$ cat config.mk
export PLATFORM = sky130hd
export DESIGN_NAME = pps_lag_detector
export DESIGN_NICKNAME = d
export VERILOG_FILES = /design/src/rtl/pps_lock_pkg.sv /design/src/rtl/pps_edge_sync.sv /design/src/rtl/osc_ratio_divider.sv /design/src/rtl/lag_meter.sv /design/src/rtl/pwm_dac.sv /design/src/rtl/pps_lag_detector.sv
export SDC_FILE = /design/constraint.sdc
export NUM_CORES = 1
export LEC_CHECK = 0
export BUFFER_PORTS_ARGS = -buffer_cell sky130_fd_sc_hd__buf_2
export CORE_ASPECT_RATIO = 1.1
export CORE_MARGIN = 5
export CORE_UTILIZATION = 55
export CTS_BUF_LIST = sky130_fd_sc_hd__clkbuf_4
export CTS_CLUSTER_DIAMETER = 100
export DETAILED_ROUTE_END_ITERATION = 10
export GPL_ROUTABILITY_DRIVEN = 0
export PLACE_DENSITY = 0.73
export SLEW_MARGIN = 20
export SYNTH_ARGS = -nofsm -noshare
export SYNTH_HDL_FRONTEND = slang
export SYNTH_SLANG_ARGS = --single-unit
$ cat constraint.sdc
create_clock -name clk_osc -period 2.77 [get_ports clk_osc]
set_input_delay 0.831 -clock clk_osc [delete_from_list [all_inputs] [get_ports clk_osc]]
set_output_delay 0.831 -clock clk_osc [all_outputs]
set_load 0.01 [all_outputs]
$ cat src/rtl/pps_lock_pkg.sv
package pps_lock_pkg;

    typedef enum logic [1:0] {
        ST_IDLE    = 2'd0,
        ST_MEASURE = 2'd1,
        ST_DONE    = 2'd2
    } lag_state_e;

endpackage

$ cat src/rtl/pps_edge_sync.sv
module pps_edge_sync #(
    parameter int STAGES = 2
) (
    input  logic clk,
    input  logic rst,
    input  logic pps_async,
    output logic pps_rise
);
    // chain[STAGES-1] is the synchronized level, chain[STAGES] its delayed copy
    logic [STAGES:0] chain_q;

    always_ff @(posedge clk) begin
        if (rst) begin
            chain_q <= '0;
        end else begin
            chain_q <= {chain_q[STAGES-1:0], pps_async};
        end
    end

    assign pps_rise = chain_q[STAGES-1] & ~chain_q[STAGES];

endmodule

$ cat src/rtl/osc_ratio_divider.sv
module osc_ratio_divider #(
    parameter int SEL_W    = 2,
    parameter int DIV_BASE = 1024,
    parameter int DIV_STEP = 8
) (
    input  logic             clk,
    input  logic             rst,
    input  logic [SEL_W-1:0] ratio_sel,
    output logic             div_tick
);
    localparam int NSEL  = 1 << SEL_W;
    localparam int MAXR  = DIV_BASE + DIV_STEP * (NSEL - 1);
    localparam int CNT_W = $clog2(MAXR + 1);

    logic [CNT_W-1:0] ratio_tbl [NSEL];
    logic [CNT_W-1:0] cnt_q;
    logic [CNT_W-1:0] top_val;

    for (genvar g = 0; g < NSEL; g++) begin : g_ratio
        assign ratio_tbl[g] = CNT_W'(DIV_BASE + DIV_STEP * g);
    end

    assign top_val  = ratio_tbl[ratio_sel] - 1'b1;
    // >= so a switch to a shorter ratio never overshoots the wrap point
    assign div_tick = (cnt_q >= top_val);

    always_ff @(posedge clk) begin
        if (rst) begin
            cnt_q <= '0;
        end else if (div_tick) begin
            cnt_q <= '0;
        end else begin
            cnt_q <= cnt_q + 1'b1;
        end
    end

endmodule

$ cat src/rtl/lag_meter.sv
module lag_meter
    import pps_lock_pkg::*;
#(
    parameter int LAG_W = 8
) (
    input  logic             clk,
    input  logic             rst,
    input  logic             pps_rise,
    input  logic             div_tick,
    output logic [LAG_W-1:0] level,
    output logic [LAG_W-1:0] lag_count,
    output logic [1:0]       phase4,
    output lag_state_e       state
);
    localparam logic [LAG_W-1:0] LAG_MAX = '1;
    localparam logic [LAG_W-1:0] LAG_MID = {1'b1, {(LAG_W-1){1'b0}}};

    lag_state_e       state_q, state_d;
    logic [1:0]       seq_q;
    logic [LAG_W-1:0] lag_q;
    logic [LAG_W-1:0] level_q;

    // state register
    always_ff @(posedge clk) begin
        if (rst) begin
            state_q <= ST_IDLE;
        end else begin
            state_q <= state_d;
        end
    end

    // next state: a second pulse outranks a divider tick
    always_comb begin
        state_d = state_q;
        unique case (state_q)
            ST_IDLE:    if (pps_rise) state_d = ST_MEASURE;
            ST_MEASURE: if (pps_rise) state_d = ST_MEASURE;
                        else if (div_tick) state_d = ST_DONE;
            ST_DONE:    if (pps_rise) state_d = ST_MEASURE;
            default:    state_d = ST_IDLE;
        endcase
    end

    // outputs: quarter-rate sequencer, saturating lag, held level
    always_ff @(posedge clk) begin
        if (rst) begin
            seq_q   <= '0;
            lag_q   <= '0;
            level_q <= LAG_MID;
        end else begin
            seq_q <= seq_q + 2'd1;
            if (pps_rise) begin
                lag_q <= '0;
            end else if (state_q == ST_MEASURE && seq_q == 2'd3 && lag_q != LAG_MAX) begin
                lag_q <= lag_q + 1'b1;
            end
            if (pps_rise && state_q != ST_IDLE) begin
                level_q <= lag_q;
            end
        end
    end

    assign level     = level_q;
    assign lag_count = lag_q;
    assign phase4    = seq_q;
    assign state     = state_q;

endmodule

$ cat src/rtl/pwm_dac.sv
module pwm_dac #(
    parameter int LAG_W = 8
) (
    input  logic             clk,
    input  logic             rst,
    input  logic [LAG_W-1:0] level,
    output logic             pwm_bit
);
    logic [LAG_W-1:0] ramp_q;
    logic             pwm_q;

    always_ff @(posedge clk) begin
        if (rst) begin
            ramp_q <= '0;
            pwm_q  <= 1'b0;
        end else begin
            ramp_q <= ramp_q + 1'b1;
            pwm_q  <= (ramp_q < level);
        end
    end

    assign pwm_bit = pwm_q;

endmodule

$ cat src/rtl/pps_lag_detector.sv
module pps_lag_detector
    import pps_lock_pkg::*;
#(
    parameter int LAG_W       = 8,
    parameter int SEL_W       = 2,
    parameter int DIV_BASE    = 1024,
    parameter int DIV_STEP    = 8,
    parameter int SYNC_STAGES = 2
) (
    input  logic             clk_osc,
    input  logic             rst,
    input  logic             pps_async,
    input  logic [SEL_W-1:0] ratio_sel,
    output logic             pwm_out
);
    logic             pps_rise;
    logic             div_tick;
    logic [LAG_W-1:0] level;
    logic [LAG_W-1:0] lag_count;
    logic [1:0]       phase4;
    lag_state_e       state;

    pps_edge_sync #(.STAGES(SYNC_STAGES)) u_sync (
        .clk(clk_osc), .rst(rst), .pps_async(pps_async), .pps_rise(pps_rise)
    );

    osc_ratio_divider #(.SEL_W(SEL_W), .DIV_BASE(DIV_BASE), .DIV_STEP(DIV_STEP)) u_div (
        .clk(clk_osc), .rst(rst), .ratio_sel(ratio_sel), .div_tick(div_tick)
    );

    lag_meter #(.LAG_W(LAG_W)) u_meter (
        .clk(clk_osc), .rst(rst), .pps_rise(pps_rise), .div_tick(div_tick),
        .level(level), .lag_count(lag_count), .phase4(phase4), .state(state)
    );

    pwm_dac #(.LAG_W(LAG_W)) u_pwm (
        .clk(clk_osc), .rst(rst), .level(level), .pwm_bit(pwm_out)
    );

endmodule

Word level (Yosys, flattened, before mapping):

Cells that the tools add are included.

* add/subtract/negate cells: 5
* order comparisons: 3
* equality and inequality tests: 6
* multiplexer cells: 7
* bitwise gates (word level): 3
* reductions and logical operators: 9

Operators with widths (count)
* binary-select mux 11 bit (select 2 bit): 1
* 2-to-1 mux 11 bit: 2
* adder 8 x 1 -> 8 bit, second input constant: 2
* adder 11 x 1 -> 11 bit, second input constant: 1
* >= comparator 11 bit: 1
* subtractor 11 x 1 -> 11 bit, second input constant: 1
* < comparator 8 bit: 1
* inequality test 8 bit, second input constant: 1
* 2-to-1 mux 2 bit: 3
* OR reduction 2 bit: 3
* equality test 2 bit, second input constant: 2
* one-hot mux 2 bit (2 select lines): 1
* >= comparator 3 bit, second input constant: 1
* logical AND 1 bit: 3
* inequality test 3 x 2 -> 1 bit, second input constant: 1
* inverter 2 -> 3 bit: 1
* adder 2 x 1 -> 2 bit, second input constant: 1
* equality test 2 x 1 -> 1 bit, second input constant: 1
* logical NOT 2 bit: 1
* inequality test 2 x 1 -> 1 bit, second input constant: 1
* AND reduction 2 bit: 1
* nonzero test 2 bit: 1
* AND 1 bit: 1
* inverter 1 bit: 1

* register bits: 43
* input port bits: 5
* output and inout port bits: 1
* logic and storage cells: 41

Longest topological paths before layout:

* word-level depth: 9
* gate-level depth with buffers: 8
* depth with buffers taken out: 8

Hierarchy:

Synthesis repeated with hierarchy kept, for this count alone.

* cell total of the unflattened synthesis: 230
* area total of the unflattened synthesis: 2138.3 um2

Modules (own cells, without submodules)
* lag_meter: instances 1, cells each 91, area an instance 879.6 um2, seq. area each 400.4 um2
* osc_ratio_divider: instances 1, cells each 76, area an instance 671.9 um2, seq. area each 220.2 um2
* pwm_dac: instances 1, cells each 56, area an instance 499.2 um2, seq. area each 180.2 um2
* pps_edge_sync: instances 1, cells each 7, area an instance 87.6 um2, seq. area each 60.1 um2

Worst setup path after synthesis:

OpenSTA, ideal clock, no wires.

* path kind: input-to-reg
* start point: input port ratio_sel[0]
* end point: register u_meter.state_q[0] (netlist: u_meter.state[0])
* library setup time: 0.095 ns
* data arrival time: 2.196 ns
* data required time: 2.675 ns
* path slack: 0.479 ns
* stages on the path: 8
* path buffers: 0
* path through: inv_1 > ha_1 > inv_1 > ha_1 > a211o_1 > a21oi_2 > o2111ai_1 > a221oi_1

* word-level cells in the longest chain between the ends: 8

Ends and longest elaborated chain
* from (decl): line pps_lag_detector.sv:13 `input logic [SEL_W-1:0] ratio_sel,`
* inverter 2 -> 3 bit (implied by the code): line osc_ratio_divider.sv:23 `assign top_val = ratio_tbl[ratio_sel] - 1'b1;`
* binary-select mux 11 bit (select 2 bit): line osc_ratio_divider.sv:23
* 2-to-1 mux 11 bit (implied by the code) (2 in series): line osc_ratio_divider.sv:23
* subtractor 11 x 1 -> 11 bit: line osc_ratio_divider.sv:23
* >= comparator 11 bit: line osc_ratio_divider.sv:25 `assign div_tick = (cnt_q >= top_val);`
* inequality test 3 x 2 -> 1 bit (no source line)
* AND reduction 2 bit (no source line)
* to (signal assigned): line lag_meter.sv:28 `state_q <= state_d;`
* to (decl): line lag_meter.sv:18 `lag_state_e state_q, state_d;`

Every way passes these cells. The select of a mux whose other input is x is not followed.
A chain may end at the register's enable or synchronous reset.

Worst setup path in the final report:

* start point: input port ratio_sel[0]
* end point: register u_div.cnt_q[2]

* word-level cells in the longest chain between the ends: 7

Ends and longest elaborated chain
* inverter 2 -> 3 bit (implied by the code): line osc_ratio_divider.sv:23
* binary-select mux 11 bit (select 2 bit): line osc_ratio_divider.sv:23
* 2-to-1 mux 11 bit (implied by the code) (2 in series): line osc_ratio_divider.sv:23
* subtractor 11 x 1 -> 11 bit: line osc_ratio_divider.sv:23
* >= comparator 11 bit: line osc_ratio_divider.sv:25
* OR reduction 2 bit (no source line)
* to (signal assigned): line osc_ratio_divider.sv:33 `cnt_q <= cnt_q + 1'b1;`
* to (decl): line osc_ratio_divider.sv:16 `logic [CNT_W-1:0] cnt_q;`

Every way passes these cells. The select of a mux whose other input is x is not followed.

==> out/results.tsv <==
stage	metric	value	unit
routing	Post-Route WL	3.70	mm
floorplanning	Core Footprint	3650	um2
global_route	grt total ovfl	0	
pwr	Net Sw Power	0.245	mW
floorplanning	Die Area	5110	um2
floorplanning	die height	74.5	um
worst_setup_path	kind of critical path	input port to flip-flop	
routing	Via Count	1515	
routing	Via-to-Cell Ratio	5.33	
pwr	Pwr Total	1.20	mW
worst_setup_path	startpoint types	input port	
place	port buffer count	5	
job	maxcap violations	0	
worst_setup_path	CP Capture Type	flip-flop	
global_route	GRT Total Usage	0.171	
cts	Clock Path Buffers	2	
sta	hold slack	429	ps
synth	Cells after Synth	224	
global_route	number of global-route vias before repair	1440	
synth	Synth area leader	dfxtp_1	
synth	fraction of registers with async set/reset	0	
sta	unrepaired setup endpoints after global routing	false	
pwr	Clk pwr share	0.410	
cells_and_area	final design utilization	0.619	
cells_and_area	Layout Cells excl Fill	284	
floorplanning	Top Ports	6	
cts	CTS tree	done	
routing	average wire per standard cell	13.0	um
worst_setup_path	Critical Path Max Stage Delay	290	ps
worst_setup_path	worst path cell trace	buf_2 > inv_1 > ha_1 > inv_1 > ha_1 > a211o_1 > a21oi_2 > o2111ai_2 > nor2_1	
cells_and_area	nets	258	
sta	final-report setup violation count	0	
sta	min Tclk post-route	2250	ps
synth	Synth top area share	0.414	
min_path	worst hold path type	flip-flop to flip-flop	
status	status	complete, no violations	
floorplanning	Rows	23	
cts	post_cts resized	0	
worst_setup_path	Worst EP arrival	2550	ps
pwr	Logic pwr share	0.051	
pwr	P_leak	0.859	nW
synth	Synth Flop Type	dfxtp_1	
sta	Final TNS setup	0	ps
pwr	sw frac	0.205	
sta	period utilisation layout	0.811	
cells_and_area	antenna diode count	0	
pwr	Peak VDD IR	0.417	mV
sta	final hold violation count	0	
cts	Skew-Pair Late Insertion Delay	350	ps
synth	number of flops mapped to enable cells by yosys	0	
pwr	Pint	0.950	mW
worst_setup_path	worst-path maximum fanout	10	
place	placed cell areas	2160	um2
place	dpl ws	146	ps
sta	Worst Tran Pin Value	485	ps
cts	# Post-CTS Setup Buffers	0	
cells_and_area	commonest non-fill, non-tap cell in the layout	dfxtp_1	
place	dpl cells	276	
pwr	Seq pwr share	0.538	
cells_and_area	Final Cell Area	2260	um2
worst_setup_path	CP required	3070	ps
synth	Yosys cell types	42	
synth	Syn Nets	249	
cts	clk slew on worst S/H paths	130	ps
pwr	Pwr Density	528	nW/um2
global_route	global routing usage on met1	0.220	
global_route	grt met2 use	0.268	
global_route	GRT busiest layer	met2	
cts	CTS Sinks	43	
global_route	grt met3 use	0.0498	
synth	#FFs+latches synth	43	
sta	fmax	0.445	GHz
cells_and_area	commonest non-fill, non-tap cells in the layout	dfxtp_1, nor2_1, ha_1	
sta	Slew HR	0.676	
routing	Remaining DRCs	0	
routing	DR iter-0 viols	54	
floorplanning	Die X	68.6	um
worst_setup_path	Slowest-stage cell, CP	o2111ai_2	
synth	Post-Syn Area	2080	um2
global_route	antenna violations before repair	0	
routing	antenna-violating nets left	0	
global_route	largest net degree at the start of global routing	23	
sta	clk_skew	14.5	ps
synth	sequential area share after synthesis	0.414	
worst_setup_path	CP delay by family, top	compound AO/OA/AOI/OAI gates	
global_route	first-pass GRT wire length	6.58	mm
cts	clk root buf	clkbuf_4	
sta	setup ws final	523	ps
worst_setup_path	critical path buffer and inverter count	3	
cts	Hold Buf Count CTS	0	
sta	Pins Over Slew Limit	0	
cts	CTS buffer count	5	
floorplanning	initial cell density of the core	0.569	
cells_and_area	P&R area growth vs syn	8.72	%
synth	Synth area leaders	dfxtp_1, ha_1, xnor2_1	
routing	DR pass1 iterations	4	
synth	Synth Area per Inst	9.29	um2
synth	Yosys warning total	0	
place	HPWL Detailed	2.65	mm
cells_and_area	ratio of cells with drive above 1 in the final layout	0.103	
cts	CTS H-tree depth	2	
## flip-flops by register name, indices dropped and copies added, names as in the netlist
register	cells
u_meter.level	8
u_meter.state	2
u_pwm.ramp_q	8
u_sync.chain_q	3
u_meter.phase4	2
u_pwm.pwm_bit	1
u_div.cnt_q	11
u_meter.lag_count	8
## cells in the mapped netlist, types with 3 or more instances
| library cell | number |
|---|---|
| nor2b_1 | 5 |
| nand4_1 | 3 |
| a31oi_1 | 4 |
| clkbuf_1 | 3 |
| nand2b_1 | 3 |
| ha_1 | 20 |
| nor2_1 | 28 |
| nor3_1 | 3 |
| a211oi_1 | 3 |
| a211o_1 | 3 |
| inv_1 | 12 |
| dfxtp_1 | 43 |
| xor2_1 | 6 |
| nand3_1 | 9 |
| and3_1 | 4 |
| o21ai_0 | 7 |
| nand2_1 | 18 |
| xnor2_1 | 13 |
| a21oi_1 | 10 |
## metal layers
layer | wire (um) | share of wire | up-vias
li1 | - | - | 803
met5 | 0 | 0 | -
met2 | 1720 | 0.47 | 26
met4 | 53 | 0.014 | 0
met1 | 1770 | 0.48 | 680
met3 | 152 | 0.041 | 6
## worst register-to-register path: stages, from the launching register on
cell and delay, ps:
dfxtp_1 370, ha_1 320, a211o_1 270, a21oi_2 190, o2111ai_2 290, nor2_1 190
## logic make-up after synthesis
| family | after synthesis | synth area share |
|---|---|---|
| AOI/OAI and AO/OA | 41 | 0.144 |
| buffers and inverters | 16 | 0.0307 |
| muxes | 1 | 0.00481 |
| and+or+nand+nor | 84 | 0.207 |
| DFF | 43 | 0.414 |
| xor gates and xnor gates | 19 | 0.0800 |
| adders and majority gates | 20 | 0.120 |
## worst paths after layout
check             slack (ps)                      endpoint  cells past startpoint                          from
hold reg to reg          430  u_meter.phase4[0]$_SDFF_PP0_                      1  u_meter.phase4[0]$_SDFF_PP0_
setup / recovery         520     u_div.cnt_q[2]$_SDFF_PP0_                      9                  ratio_sel[0]
hold / removal           430  u_meter.phase4[0]$_SDFF_PP0_                      1  u_meter.phase4[0]$_SDFF_PP0_
setup reg to reg        1080     u_div.cnt_q[2]$_SDFF_PP0_                      5     u_div.cnt_q[8]$_SDFF_PP0_
## layout make-up
| type | instances | area [um2] |
|---|---|---|
| clock buffer | 6 | 45.0 |
| clock inverter | 2 | 60.1 |
| fill | 327 | 1390 |
| inverter | 12 | 45.0 |
| multi-input combinational | 165 | 1160 |
| sequential | 43 | 861 |
| tap | 50 | 62.6 |
| timing repair buffer | 6 | 32.5 |
## power groups by stage
stage,combinational (mW),clock (mW),sequential (mW)
after global routing,0.0728,0.532,0.645
after detailed placement,0.0619,0,0.657
after global placement,0.0611,0,0.657
after floorplan,0.0457,0,0.655
final,0.0614,0.490,0.643
after CTS,0.0624,0.508,0.644
(Power assumes the default switching activity.)
